===== src/rtl/lcdt_pkg.sv =====
package lcdt_pkg;

    localparam int MAX_COMMONS = 4;
    localparam int IDX_W       = $clog2(MAX_COMMONS);

    typedef enum logic [1:0] {
        DUTY_STOP  = 2'b00,
        DUTY_HALF  = 2'b01,
        DUTY_THIRD = 2'b10,
        DUTY_QUART = 2'b11
    } duty_e;

    typedef struct packed {
        logic       resv;
        logic       port_sel;
        logic       int_div;
        logic       blank;
        duty_e      duty;
        logic [1:0] rate;
    } ctrl_t;

    localparam ctrl_t CTRL_RESET = '{resv: 1'b0, port_sel: 1'b0, int_div: 1'b0,
                                     blank: 1'b1, duty: DUTY_STOP, rate: 2'b00};

    // index of the last common for a running duty code (N-1)
    function automatic logic [IDX_W-1:0] last_common(input duty_e d);
        return IDX_W'(d);
    endfunction

endpackage


===== src/rtl/lcdt_ctrl_reg.sv =====
module lcdt_ctrl_reg
    import lcdt_pkg::*;
(
    input  logic       clk,
    input  logic       rst,
    input  logic       wr_en,
    input  logic [7:0] wr_data,
    output ctrl_t      ctrl,
    output logic       restart
);
    ctrl_t ctrl_q;
    ctrl_t wr_val;

    assign wr_val  = ctrl_t'(wr_data);
    assign restart = wr_en && ((wr_val.duty != ctrl_q.duty) || (wr_val.rate != ctrl_q.rate));
    assign ctrl    = ctrl_q;

    always_ff @(posedge clk) begin
        if (rst)        ctrl_q <= CTRL_RESET;
        else if (wr_en) ctrl_q <= wr_val;
    end
endmodule


===== src/rtl/lcdt_prescaler.sv =====
module lcdt_prescaler #(
    parameter int PRESC_BASE = 11
) (
    input  logic       clk,
    input  logic       rst,
    input  logic       run,
    input  logic       restart,
    input  logic [1:0] rate,
    output logic       phase_tick
);
    localparam int CW = PRESC_BASE + 4;

    logic [CW-1:0] cnt_q;
    logic [CW-1:0] limit;

    assign limit      = (CW'(1) << (PRESC_BASE + int'(rate))) - CW'(1);
    assign phase_tick = run && (cnt_q == limit);

    always_ff @(posedge clk) begin
        if (rst || restart || !run || phase_tick) cnt_q <= '0;
        else                                      cnt_q <= cnt_q + CW'(1);
    end
endmodule


===== src/rtl/lcdt_phase_seq.sv =====
module lcdt_phase_seq
    import lcdt_pkg::*;
(
    input  logic                   clk,
    input  logic                   rst,
    input  logic                   run,
    input  logic                   restart,
    input  duty_e                  duty,
    input  logic                   phase_tick,
    output logic [IDX_W-1:0]       idx,
    output logic [MAX_COMMONS-1:0] strobe,
    output logic                   pol,
    output logic                   fstart
);
    logic [IDX_W-1:0] idx_q;
    logic             pol_q;
    logic             fs_q;
    logic             wrap;

    assign wrap = phase_tick && (idx_q == last_common(duty));

    always_ff @(posedge clk) begin
        if (rst) begin
            idx_q <= '0;
            pol_q <= 1'b0;
            fs_q  <= 1'b0;
        end else if (restart || !run) begin
            idx_q <= '0;
            fs_q  <= 1'b0;
        end else if (phase_tick) begin
            idx_q <= wrap ? '0 : idx_q + IDX_W'(1);
            pol_q <= wrap ? ~pol_q : pol_q;
            fs_q  <= wrap;
        end else begin
            fs_q  <= 1'b0;
        end
    end

    for (genvar c = 0; c < MAX_COMMONS; c++) begin : g_strobe
        assign strobe[c] = run && (idx_q == IDX_W'(c));
    end

    assign idx    = idx_q;
    assign pol    = pol_q;
    assign fstart = fs_q;
endmodule


===== src/rtl/lcd_frame_timer.sv =====
module lcd_frame_timer
    import lcdt_pkg::*;
#(
    parameter int PRESC_BASE = 11
) (
    input  logic                   clk,
    input  logic                   rst,
    input  logic                   wr_en,
    input  logic [7:0]             wr_data,
    output logic [7:0]             rd_data,
    output logic [IDX_W-1:0]       com_idx,
    output logic [MAX_COMMONS-1:0] com_strobe,
    output logic                   frame_pol,
    output logic                   frame_start,
    output logic                   blank,
    output logic                   cfg_int_div,
    output logic                   cfg_port_sel
);
    ctrl_t ctrl;
    logic  restart;
    logic  run;
    logic  phase_tick;

    lcdt_ctrl_reg u_reg (
        .clk(clk), .rst(rst), .wr_en(wr_en), .wr_data(wr_data),
        .ctrl(ctrl), .restart(restart)
    );

    assign run = (ctrl.duty != DUTY_STOP);

    lcdt_prescaler #(.PRESC_BASE(PRESC_BASE)) u_presc (
        .clk(clk), .rst(rst), .run(run), .restart(restart),
        .rate(ctrl.rate), .phase_tick(phase_tick)
    );

    lcdt_phase_seq u_seq (
        .clk(clk), .rst(rst), .run(run), .restart(restart), .duty(ctrl.duty),
        .phase_tick(phase_tick), .idx(com_idx), .strobe(com_strobe),
        .pol(frame_pol), .fstart(frame_start)
    );

    assign rd_data      = 8'(ctrl);
    assign blank        = ctrl.blank;
    assign cfg_int_div  = ctrl.int_div;
    assign cfg_port_sel = ctrl.port_sel;
endmodule


===== config.mk =====
export PLATFORM = sky130hd
export DESIGN_NAME = lcd_frame_timer
export DESIGN_NICKNAME = d
export VERILOG_FILES = /design/src/rtl/lcdt_pkg.sv /design/src/rtl/lcdt_ctrl_reg.sv /design/src/rtl/lcdt_prescaler.sv /design/src/rtl/lcdt_phase_seq.sv /design/src/rtl/lcd_frame_timer.sv
export SDC_FILE = /design/constraint.sdc
export NUM_CORES = 1
export LEC_CHECK = 0
export BUFFER_PORTS_ARGS = -buffer_cell sky130_fd_sc_hd__buf_2
export CELL_PAD_IN_SITES_DETAIL_PLACEMENT = 1
export CELL_PAD_IN_SITES_GLOBAL_PLACEMENT = 1
export CORE_MARGIN = 1
export CORE_UTILIZATION = 43
export CTS_CLUSTER_DIAMETER = 60
export CTS_CLUSTER_SIZE = 25
export DETAILED_ROUTE_END_ITERATION = 7
export PLACE_DENSITY_LB_ADDON = 0.1
export SKIP_CTS_REPAIR_TIMING = 1
export SLEW_MARGIN = 5
export SYNTH_ARGS = -nofsm -noshare
export SYNTH_HDL_FRONTEND = slang
export SYNTH_HIERARCHICAL = 1
export SYNTH_SLANG_ARGS = --single-unit

===== constraint.sdc =====
create_clock -name clk -period 4.55 [get_ports clk]
set_input_delay 0.455 -clock clk [delete_from_list [all_inputs] [get_ports clk]]
set_output_delay 0.455 -clock clk [all_outputs]
set_load 0.01 [all_outputs]

==> impl_results.md, run 1 <==
- Status: finished, final reports clean
- Crit-path cells: ha_1 -> nand3_1 -> nor3_4 -> o2111a_2 -> nand3b_1 -> or4_1 -> a21oi_1
- Number of global-route vias before repair: around 1100
- Post-synthesis net count: between 150 and 200
- # H-tree levels: 1
- M1 GR Usage: 0.221
- Max frequency: about 420 MHz
- DRC viols: 0
- Critical path fanouts, max: 14
- Worst r2r path cells: 7
- Vias per cell: 5.14
- Die area: roughly 0.0035 mm^2
- Syn Inst Count: approximately 150
- Cell variety after synth: 43
- First-pass GRT wire length: 5.04 mm
- Commonest cells after routing, fill and taps aside: buf_2, dfxtp_1, nor2_1
- Routed Antenna Nets: 0
- Top delay family on crit path: simple AND/OR/NAND/NOR gates
- Sequential area share after synthesis: 0.383
- Mux contribution to synthesized area: 0.0496
- Root buffer cell: clkbuf_4
- Clk sinks: 27
- Most common cell after layout, fill and taps aside: buf_2
- Max cap viols: 0
- Hold WC Path Type: input port to flop
- Inst Count DP: 213
- Hold path startpoint: wr_data[4]
- Min Tclk post-route: 2.39 ns
- Final core utilization: 0.517
- RSZ-0062 raised after global routing: no
- Grt met2 use: 0.342
- WHS Endpoint: u_reg/ctrl[4]$_SDFFE_PP1P_
- Top-area cell type share of the netlist area: 0.383
- CTS tree: built
- Critical Path AT: 2.66 ns
- Fraction of layout cells with a size suffix above 1: 0.277
- Rel. slew slack: 0.561
- Largest net degree at the start of global routing: 16
- Area Growth Syn to Fin: 12.8%
- Top post-synthesis cells by area: dfxtp_1, nor3_2, xnor2_1, xor2_1, mux2i_1
- Sequential cell area: 541 um^2
- Clock Skew: ~0.0041 ns
- Hold Vio Cnt, Final: 0
- Buf/Inv on CP: 0
- Seq cells post-synth: 27
- Max clock buf depth: 2
- Final Net Count: 190
- Clock Latency Late Sink: 0.32 ns
- Hold WS: 0.332 ns
- Pleak: 0.000637 uW
- Slew @ Worst Pin: 0.658 ns
- Yosys warning total: 6
- Total Routing Usage GR: 0.191
- Met3 Use GR: 0.0393
- Critical path's slowest cell: o2111a_2
- CP peak stage delay: around 0.47 ns
- Setup crit start kind: flop
- Compound-Gate Fraction of Synth Area: 0.0762
- GPL Wtd Cong: 0.827
- Post-synthesis adder-cell area fraction: 0.0443
- Effective utilization at floorplan: 0.459
- Mapped Area: 0.00141 mm^2
- Ant diodes: 0
- Hold depth: 2
- Layer with the highest usage: met2
- Setup TNS: 0 ns
- Async SR Flop Fraction: 0
- Die height: about 59 um
- Main synth FF type: dfxtp_1
- CTS Buf Count: 3
- Std cell rows: 20
- Grt ovf: 0
- Fillers: 388
- Simple-Gate Fraction of Synth Area: 0.290
- Peak supply drop: 156 uV
- Slew Viols, Final: 0
- Reg clk slew, reported paths: around 0.14 ns
- Type of the worst setup path: flop to flop
- Synth area leader: dfxtp_1
- Flop2flop setup slack: 2.16 ns
- Total power draw: 390 uW
- IO Port Bufs: 29
- WP data required: just under 5 ns
- Largest family of logic cells by synthesized area: simple AND/OR/NAND/NOR gates
- Core area: 0.00308 mm^2
- Post-Route WL: 2.93 mm
- Die Wd: 59.3 um
- Pwr dens: 245 mW/mm^2
- # setup viols final: 0
- I/O pin count: 30
- Post-synth EDFFs: 0
- End of the worst register-to-register path: u_seq/pol$_SDFFE_PP0P_
- Reg2reg start: u_presc/cnt_q[0]$_SDFF_PP0_
- Synthesized area per cell: 9.61 um^2
- Critical path capture point type: flop
- Pre-Repair DR Iteration Count: 3
- Multi-input logic area: 807 um^2
- Non-filler cells, final: 217
- Iter 0 DRT Violations: 30
- Final period utilization: 0.526
- Initial antenna violation count: 0
- Synth Area in XOR/XNOR: 0.112
- Drt wl/cell: 13.5 um
- Vias: 1115
- Hpwl dp: around 2.3 mm
-- layout make-up --
class / instances / share of cell area
repair buffers: 29 / 0.0911
well taps: 44 / 0.0346
multi-input cells: 108 / 0.507
clock buffers: 4 / 0.0165
flip-flops and latches: 27 / 0.339
inverters: 5 / 0.0118
-- stage by stage --
| step | cell area (um^2) | setup WS, ns |
|---|---|---|
| 6_report | 1590 | 2.16 |
| 5_1_grt | 1590 | 1.98 |
| 4_1_cts | 1590 | 2.14 |
| 3_5_place_dp | 1570 | 2.18 |
| 3_3_place_gp | 1570 | 2.32 |
| 2_1_floorplan | 1410 | 2.49 |
-- logic make-up (layout without fill, tap and decap cells) --
logic type	count (synthesis)	in the layout
muxes	7	7
buffers and inverters	12	38
AOI/OAI and AO/OA	15	15
xor gates and xnor gates	18	18
adders and majority gates	5	5
and+or+nand+nor	63	63
DFF	27	27
-- registers in the layout (all words and copies together) (netlist names) --
name,flops
u_presc/cnt_q,15
u_reg/ctrl,8
u_seq/idx,2
u_seq/fstart,1
u_seq/pol,1
-- Yosys cell counts, types with 3 or more instances --
| cell | instances |
|---|---|
| nor3_2 | 9 |
| buf_4 | 3 |
| nor2_1 | 14 |
| inv_1 | 5 |
| nand2_1 | 8 |
| nand3_1 | 5 |
| nor3_1 | 4 |
| ha_1 | 5 |
| dfxtp_1 | 27 |
| xor2_1 | 9 |
| xnor2_1 | 9 |
| o21ai_0 | 3 |
| mux2i_1 | 7 |
| a21oi_1 | 3 |
| and2_1 | 4 |
-- worst max path at each step --
stage          depth (start not counted)                        start                endpoint
2_1_floorplan                          8  u_presc/cnt_q[0]$_SDFF_PP0_  u_seq/pol$_SDFFE_PP0P_
3_3_place_gp                           7  u_presc/cnt_q[0]$_SDFF_PP0_  u_seq/pol$_SDFFE_PP0P_
3_5_place_dp                           7  u_presc/cnt_q[0]$_SDFF_PP0_  u_seq/pol$_SDFFE_PP0P_
4_1_cts                                7  u_presc/cnt_q[0]$_SDFF_PP0_  u_seq/pol$_SDFFE_PP0P_
5_1_grt                                7  u_presc/cnt_q[0]$_SDFF_PP0_  u_seq/pol$_SDFFE_PP0P_
6_report                               7  u_presc/cnt_q[0]$_SDFF_PP0_  u_seq/pol$_SDFFE_PP0P_
-- metal layers --
metal	vias up	wire length (um)
li1	560	-
met1	528	1270
met2	19	1530
met3	8	82
met4	0	48
met5	-	0
-- report_power, final --
part	internal [uW]	switching (uW)	total, uW
clock network	34.4	69.6	104
registers	241	5.88	247
logic	17.4	21.4	38.8
No activity file was read; power rests on OpenSTA's default activity.
==> run 2, diff against run 1 <==
--- a/config.mk
+++ b/config.mk
@@ -9,7 +9,7 @@
 export CELL_PAD_IN_SITES_DETAIL_PLACEMENT = 1
 export CELL_PAD_IN_SITES_GLOBAL_PLACEMENT = 1
 export CORE_MARGIN = 1
-export CORE_UTILIZATION = 43
+export CORE_UTILIZATION = 36
 export CTS_CLUSTER_DIAMETER = 60
 export CTS_CLUSTER_SIZE = 25
 export DETAILED_ROUTE_END_ITERATION = 7
==> constraint.sdc (replaced) <==
create_clock -name clk -period 2.2 [get_ports clk]
set_input_delay 0.22 -clock clk [delete_from_list [all_inputs] [get_ports clk]]
set_output_delay 0.22 -clock clk [all_outputs]
set_load 0.01 [all_outputs]
==> run 2 against run 1 <==
Against the previous run: fmax up 19%; routed wire length up 8.8%; clock power rose to 2.7 times the previous value; cell area up 3.1%; combinational power up 110%; count of clock-buffer cells in the layout unchanged; utilization down 7.5 points; highest routed layer unchanged.
==> impl_results.md, run 2 (synthesis results as in run 1) <==
- Status: finished, final reports clean (unchanged)
- Root buffer cell: clkbuf_8 (was clkbuf_4)
- CTS Buf Count: 3 (unchanged)
- Critical path fanouts, max: 5 (was 14)
- # setup viols final: 0 (unchanged)
- Most common cell after layout, fill and taps aside: buf_2 (unchanged)
- Largest net degree at the start of global routing: 16 (unchanged)
- Hold Vio Cnt, Final: 0 (unchanged)
- IO Port Bufs: 29 (unchanged)
- # H-tree levels: 1 (unchanged)
- Type of the worst setup path: flop to flop (unchanged)
- Vias per cell: 5.10 (was 5.14)
- Iter 0 DRT Violations: 44 (was 30)
- First-pass GRT wire length: 5.44 mm (was 5.04 mm)
- Hold WS: 0.156 ns (was 0.332 ns)
- WP data required: 2.41 ns (was 4.82 ns)
- Final period utilization: 0.912 (was 0.526)
- Min Tclk post-route: 2.01 ns (was 2.39 ns)
- Max clock buf depth: 2 (unchanged)
- CTS tree: built (unchanged)
- Total Routing Usage GR: 0.167 (was 0.191)
- PnR worst setup slack: 0.195 ns (was 2.16 ns)
- I/O pin count: 30 (unchanged)
- Clk sinks: 27 (unchanged)
- Max cap viols: 0 (unchanged)
- Drt wl/cell: 14.2 um (was 13.5 um)
- Hpwl dp: 2.37 mm (was 2.28 mm)
- Fraction of layout cells with a size suffix above 1: 0.301 (was 0.277)
- Fillers: 446 (was 388)
- Hold WC Path Type: input port to flop (unchanged)
- Area Growth Syn to Fin: 16.3% (was 12.8%)
- Clock Skew: 0.00284 ns (was 0.00415 ns)
- Peak supply drop: 357 uV (was 156 uV)
- Reg clk slew, reported paths: 0.09 ns (was 0.14 ns)
- Total power draw: 878 uW (was 390 uW)
- Worst Setup SP: u_presc/cnt_q[1]$_SDFF_PP0_ (was u_presc/cnt_q[0]$_SDFF_PP0_)
- Post-Route WL: 3.19 mm (was 2.93 mm)
- Clock Latency Late Sink: 0.27 ns (was 0.32 ns)
- Setup crit start kind: flop (unchanged)
- RSZ-0062 raised after global routing: no (unchanged)
- Final core utilization: 0.442 (was 0.517)
- Vias: 1143 (was 1115)
- Slew @ Worst Pin: 0.372 ns (was 0.658 ns)
- Number of global-route vias before repair: 1197 (was 1132)
- Core area: 0.00372 mm^2 (was 0.00308 mm^2)
- Critical Path AT: 2.21 ns (was 2.66 ns)
- Reg2reg start: u_presc/cnt_q[1]$_SDFF_PP0_ (was u_presc/cnt_q[0]$_SDFF_PP0_)
- Final Net Count: 193 (was 190)
- Std cell rows: 22 (was 20)
- Critical path capture point type: flop (unchanged)
- GPL Wtd Cong: 0.809 (was 0.827)
- Die Wd: 64.6 um (was 59.3 um)
- Routed Antenna Nets: 0 (unchanged)
- Max reg flops: 15 (unchanged)
- Multi-input logic area: 810 um^2 (was 807 um^2)
- Die height: 64.6 um (was 59.3 um)
- Setup WS pre-CTS: 0.154 ns (was 2.18 ns)
- Pre-Repair DR Iteration Count: 2 (was 3)
- Pleak: 0.000656 uW (was 0.000637 uW)
- Pwr dens: 534 mW/mm^2 (was 245 mW/mm^2)
- Die area: 0.00418 mm^2 (was 0.00352 mm^2)
- DRC viols: 0 (unchanged)
- Max frequency: 499 MHz (was 418 MHz)
- Slew Viols, Final: 0 (unchanged)
- Rel. slew slack: 0.751 (was 0.561)
- Hold path startpoint: wr_data[4] (unchanged)
- Commonest cells after routing, fill and taps aside: buf_2, dfxtp_1, nor2_1 (unchanged)
- Initial antenna violation count: 0 (unchanged)
- Register with the most flip-flops: u_presc/cnt_q (unchanged)
- Setup TNS: 0 ns (unchanged)
- Grt ovf: 0 (unchanged)
- Effective utilization at floorplan: 0.380 (was 0.459)
- Ant diodes: 0 (unchanged)
- Sequential cell area: 542 um^2 (was 541 um^2)
-- run 2: layer usage --
layer / track usage / wire length, um / vias to the layer above
met5: 0 / 0 / -
met4: 0.0250 / 18 / 0
met3: 0.0423 / 109 / 2
met2: 0.314 / 1690 / 19
met1: 0.192 / 1370 / 560
li1: - / - / 562
-- run 2: stage by stage --
| step | instance area (um^2) | instances |
|---|---|---|
| floorplan | 1410 | 147 |
| global placement | 1590 | 220 |
| detailed placement | 1590 | 220 |
| CTS | 1640 | 224 |
| global route | 1640 | 224 |
| finish | 1640 | 224 |
-- run 2: path summary, 6_finish.rpt --
check / endpoint / slack, ns / cells after the start
worst max-delay path: u_seq/pol$_SDFFE_PP0P_ / 0.19 / 7
worst min-delay path: u_reg/ctrl[4]$_SDFFE_PP1P_ / 0.16 / 2
worst max register to register: u_seq/pol$_SDFFE_PP0P_ / 0.19 / 7
worst min register to register: u_presc/cnt_q[0]$_SDFF_PP0_ / 0.45 / 1
-- run 2: where the power goes --
part           total, uW  switching, uW  internal (uW)
Combinational       82.7           45.7           37.0
Sequential           511           12.2            498
Clock                285            155            130
-- run 2: cell type report --
class | count | area share
multi-input cells | 108 | 0.493
well taps | 48 | 0.0366
repair buffers | 32 | 0.102
clock buffers | 4 | 0.0274
flip-flops and latches | 27 | 0.330
inverters | 5 | 0.0114
-- run 2: worst max-delay path, stage by stage, from the launching register on --
cell      delay [ns]
dfxtp_1         0.37
ha_2            0.23
nand3_1         0.14
nor3_4          0.23
o2111a_2        0.29
nand3b_1        0.11
or4_1           0.42
a21oi_1         0.15
==> run 3, diff against run 2 <==
--- a/config.mk
+++ b/config.mk
@@ -5,11 +5,12 @@
 export SDC_FILE = /design/constraint.sdc
 export NUM_CORES = 1
 export LEC_CHECK = 0
+export ABC_AREA = 1
 export BUFFER_PORTS_ARGS = -buffer_cell sky130_fd_sc_hd__buf_2
 export CELL_PAD_IN_SITES_DETAIL_PLACEMENT = 1
-export CELL_PAD_IN_SITES_GLOBAL_PLACEMENT = 1
+export CELL_PAD_IN_SITES_GLOBAL_PLACEMENT = 2
 export CORE_MARGIN = 1
-export CORE_UTILIZATION = 36
+export CORE_UTILIZATION = 26
 export CTS_CLUSTER_DIAMETER = 60
 export CTS_CLUSTER_SIZE = 25
 export DETAILED_ROUTE_END_ITERATION = 7
==> run 3 against run 2 <==
Against the previous run: routed wire length grew 13%; sequential power is essentially flat; cell count grew 50%; count of clock-buffer cells in the layout shrank 1; sequential share of layout area shrank 2.8 points; combinational power grew 23%; area after synthesis grew 10%; global-route usage shrank 3.8 points; clock skew grew 0.0018 ns; cell area grew 9.1%; die area grew 51%.
==> impl_results.md, run 3 <==
- Status: finished, final reports clean (unchanged)
- IO Port Bufs: 29 (unchanged)
- Critical path fanouts, max: 7 (was 5)
- Critical Path AT: 2.05 ns (was 2.21 ns)
- I/O pin count: 30 (unchanged)
- Most common cell after layout, fill and taps aside: nand2_1 (was buf_2)
- Clk sinks: 27 (unchanged)
- Multi-input logic area: 796 um^2 (was 810 um^2)
- Crit-path cells: inv_1 -> nand2_1 -> inv_1 -> nor2_1 -> nand2_1 -> nor2_1 -> nand3_2 -> inv_1 -> nand2_2 -> nor2_2 -> nand3_2 -> nand2_1 -> inv_1 -> nor2_1 (was ha_2 -> nand3_1 -> nor3_4 -> o2111a_2 -> nand3b_1 -> or4_1 -> a21oi_1)
- Syn Inst Count: 236 (was 147)
- CP peak stage delay: 0.47 ns (was 0.42 ns)
- Register with the most flip-flops: u_presc/cnt_q (unchanged)
- Top-count cell post-synth: nand2_1 (was dfxtp_1)
- Die height: 79.4 um (was 64.6 um)
- Post-Route WL: 3.61 mm (was 3.19 mm)
- GPL Wtd Cong: 0.743 (was 0.809)
- Hpwl dp: 2.83 mm (was 2.37 mm)
- Initial antenna violation count: 0 (unchanged)
- Commonest cells after routing, fill and taps aside: nand2_1, inv_1, nor2_1 (was buf_2, dfxtp_1, nor2_1)
- Max frequency: 549 MHz (was 499 MHz)
- Setup WS pre-CTS: 0.361 ns (was 0.154 ns)
- Die Wd: 79.4 um (was 64.6 um)
- Min Tclk post-route: 1.82 ns (was 2.01 ns)
- Worst r2r path cells: 14 (was 7)
- Setup TNS: 0 ns (unchanged)
- Final core utilization: 0.318 (was 0.442)
- Effective utilization at floorplan: 0.276 (was 0.380)
- Hold WC Path Type: input port to flop (unchanged)
- Top delay family on crit path: simple AND/OR/NAND/NOR gates (unchanged)
- Std cell rows: 27 (was 22)
- Main synth FF type: dfxtp_1 (unchanged)
- Type of the worst setup path: flop to flop (unchanged)
- Setup crit end: u_seq/pol$_SDFFE_PP0P_ (unchanged)
- Post-synthesis net count: 252 (was 163)
- Mapped Area: 0.00156 mm^2 (was 0.00141 mm^2)
- Final Net Count: 281 (was 193)
- Die area: 0.00630 mm^2 (was 0.00418 mm^2)
- Post-Place Cell Area: 0.00175 mm^2 (was 0.00159 mm^2)
- Vias per cell: 4.21 (was 5.10)
- First-pass GRT wire length: 6.38 mm (was 5.44 mm)
- DRC viols: 0 (unchanged)
- End of the worst register-to-register path: u_seq/pol$_SDFFE_PP0P_ (unchanged)
- Max cap viols: 0 (unchanged)
- Worst Setup SP: u_reg/ctrl[2]$_SDFFE_PP0P_ (was u_presc/cnt_q[1]$_SDFF_PP0_)
- Peak supply drop: 206 uV (was 357 uV)
- Clock Skew: 0.00468 ns (was 0.00284 ns)
- Max reg flops: 15 (unchanged)
- Most used cell, CP: inv_1
- Most frequent cells after synthesis: nand2_1, inv_1, nor2_1 (was dfxtp_1, nor2_1, nor3_2, xnor2_1, xor2_1)
- Critical path capture point type: flop (unchanged)
- Grt ovf: 0 (unchanged)
- Reg2reg start: u_reg/ctrl[2]$_SDFFE_PP0P_ (was u_presc/cnt_q[1]$_SDFF_PP0_)
- Slew @ Worst Pin: 0.399 ns (was 0.372 ns)
- Sequential area share after synthesis: 0.347 (was 0.383)
- Setup crit start kind: flop (unchanged)
- Drt wl/cell: 10.8 um (was 14.2 um)
- Flop2flop setup slack: 0.38 ns (was 0.19 ns)
- Hold Vio Cnt, Final: 0 (unchanged)
- Synth area leader: dfxtp_1 (unchanged)
- Number of global-route vias before repair: 1375 (was 1197)
- Post-synth EDFFs: 0 (unchanged)
- Critical path's slowest cell: dfxtp_1 (was or4_1)
- Ant diodes: 0 (unchanged)
- Max clock buf depth: 2 (unchanged)
- Seq cells post-synth: 27 (unchanged)
- CTS Buf Count: 3 (unchanged)
- Fillers: 754 (was 446)
- Iter 0 DRT Violations: 25 (was 44)
- # setup viols final: 0 (unchanged)
- Final period utilization: 0.828 (was 0.912)
- Hold WS: 0.150 ns (was 0.156 ns)
- # H-tree levels: 1 (unchanged)
- Synthesized area per cell: 6.60 um^2 (was 9.61 um^2)
- RSZ-0062 raised after global routing: no (unchanged)
- Fraction of layout cells with a size suffix above 1: 0.197 (was 0.301)
- Pre-Repair DR Iteration Count: 4 (was 2)
- Reg clk slew, reported paths: 0.10 ns (was 0.09 ns)
- Root buffer cell: clkbuf_8 (unchanged)
- Pwr dens: 510 mW/mm^2 (was 534 mW/mm^2)
- Total Routing Usage GR: 0.130 (was 0.167)
- Cell variety after synth: 26 (was 43)
- Top-area cell type share of the netlist area: 0.347 (was 0.383)
- Top post-synthesis cells by area: dfxtp_1, nand2_1, inv_1, nor2_1, ha_1 (was dfxtp_1, nor3_2, xnor2_1, xor2_1, mux2i_1)
- WP data required: 2.43 ns (was 2.41 ns)
- Sequential cell area: 541 um^2 (was 542 um^2)
- Levels on crit path: 14 (was 7)
- Post-route cell area: 0.00179 mm^2 (was 0.00164 mm^2)
- Yosys warning total: 6 (unchanged)
- Area Growth Syn to Fin: 15.2% (was 16.3%)
- PnR worst setup slack: 0.379 ns (was 0.195 ns)
- Async SR Flop Fraction: 0 (unchanged)
- Clock Latency Late Sink: 0.28 ns (was 0.27 ns)
- Slew Viols, Final: 0 (unchanged)
- CTS tree: built (unchanged)
- Rel. slew slack: 0.734 (was 0.751)
- Vias: 1416 (was 1143)
- Pleak: 0.000799 uW (was 0.000656 uW)
- Buf/Inv on CP: 4 (was 0)
- Largest net degree at the start of global routing: 16 (unchanged)
- Routed Antenna Nets: 0 (unchanged)
- Core area: 0.00564 mm^2 (was 0.00372 mm^2)
[run 3: layer usage]
| layer | global-route usage | part of all wire | up-vias |
|---|---|---|---|
| met3 | 0.0229 | 0.031 | 4 |
| met5 | 0 | 0 | - |
| met2 | 0.204 | 0.43 | 24 |
| met1 | 0.175 | 0.53 | 626 |
| li1 | - | - | 762 |
| met4 | 0.0491 | 0.014 | 0 |
[run 3: worst min-delay path by stage]
stage	to	startpoint	slack (ns)	cells past startpoint
floorplan	u_seq/fstart$_SDFF_PP0_	rst	0.29	1
global placement	u_reg/ctrl[4]$_SDFFE_PP1P_	wr_data[4]	0.43	3
detailed placement	u_reg/ctrl[4]$_SDFFE_PP1P_	wr_data[4]	0.44	3
CTS	u_reg/ctrl[4]$_SDFFE_PP1P_	wr_data[4]	0.14	3
global route	u_reg/ctrl[4]$_SDFFE_PP1P_	wr_data[4]	0.14	3
finish	u_reg/ctrl[4]$_SDFFE_PP1P_	wr_data[4]	0.15	3
[run 3: area by class of cell]
| type | instances | share of cell area |
|---|---|---|
| multi-input cells | 158 | 0.444 |
| flip-flops and latches | 27 | 0.301 |
| inverters | 46 | 0.0977 |
| repair buffers | 29 | 0.0809 |
| well taps | 72 | 0.0502 |
| clock buffers | 3 | 0.0230 |
| clock inverters | 1 | 0.00279 |
[run 3: per-stage QoR]
stage	std cells	power [uW]
after floorplan	236	596
after global placement	332	629
after detailed placement	332	631
after CTS	336	939
after global routing	336	971
final	336	914
[run 3: kinds of logic (layout without fill, tap and decap cells)]
kind of cell / after synthesis / after routing / share of synthesized area
simple gates: 128 / 128 / 0.363
buf+inv: 51 / 79 / 0.141
flops: 27 / 27 / 0.347
compound gates: 18 / 18 / 0.0691
xor+xnor: 7 / 7 / 0.0394
fa+ha+maj: 5 / 5 / 0.0402
[run 3: power breakdown]
group	leakage, uW	total, uW	internal (uW)	switching, uW
Sequential	0.000220	514	500	13.8
Combinational	0.000554	102	38.2	64.1
Clock	0.0000255	298	127	170
Total	0.000799	914	666	248
[run 3: worst reg2reg max path: stages (launching register included)]
cell and delay [ns]:
dfxtp_1 0.47, inv_1 0.06, nand2_1 0.17, inv_1 0.08, nor2_1 0.11, nand2_1 0.05
nor2_1 0.11, nand3_2 0.10, inv_1 0.13, nand2_2 0.07, nor2_2 0.13, nand3_2 0.09
nand2_1 0.07, inv_1 0.03, nor2_1 0.08
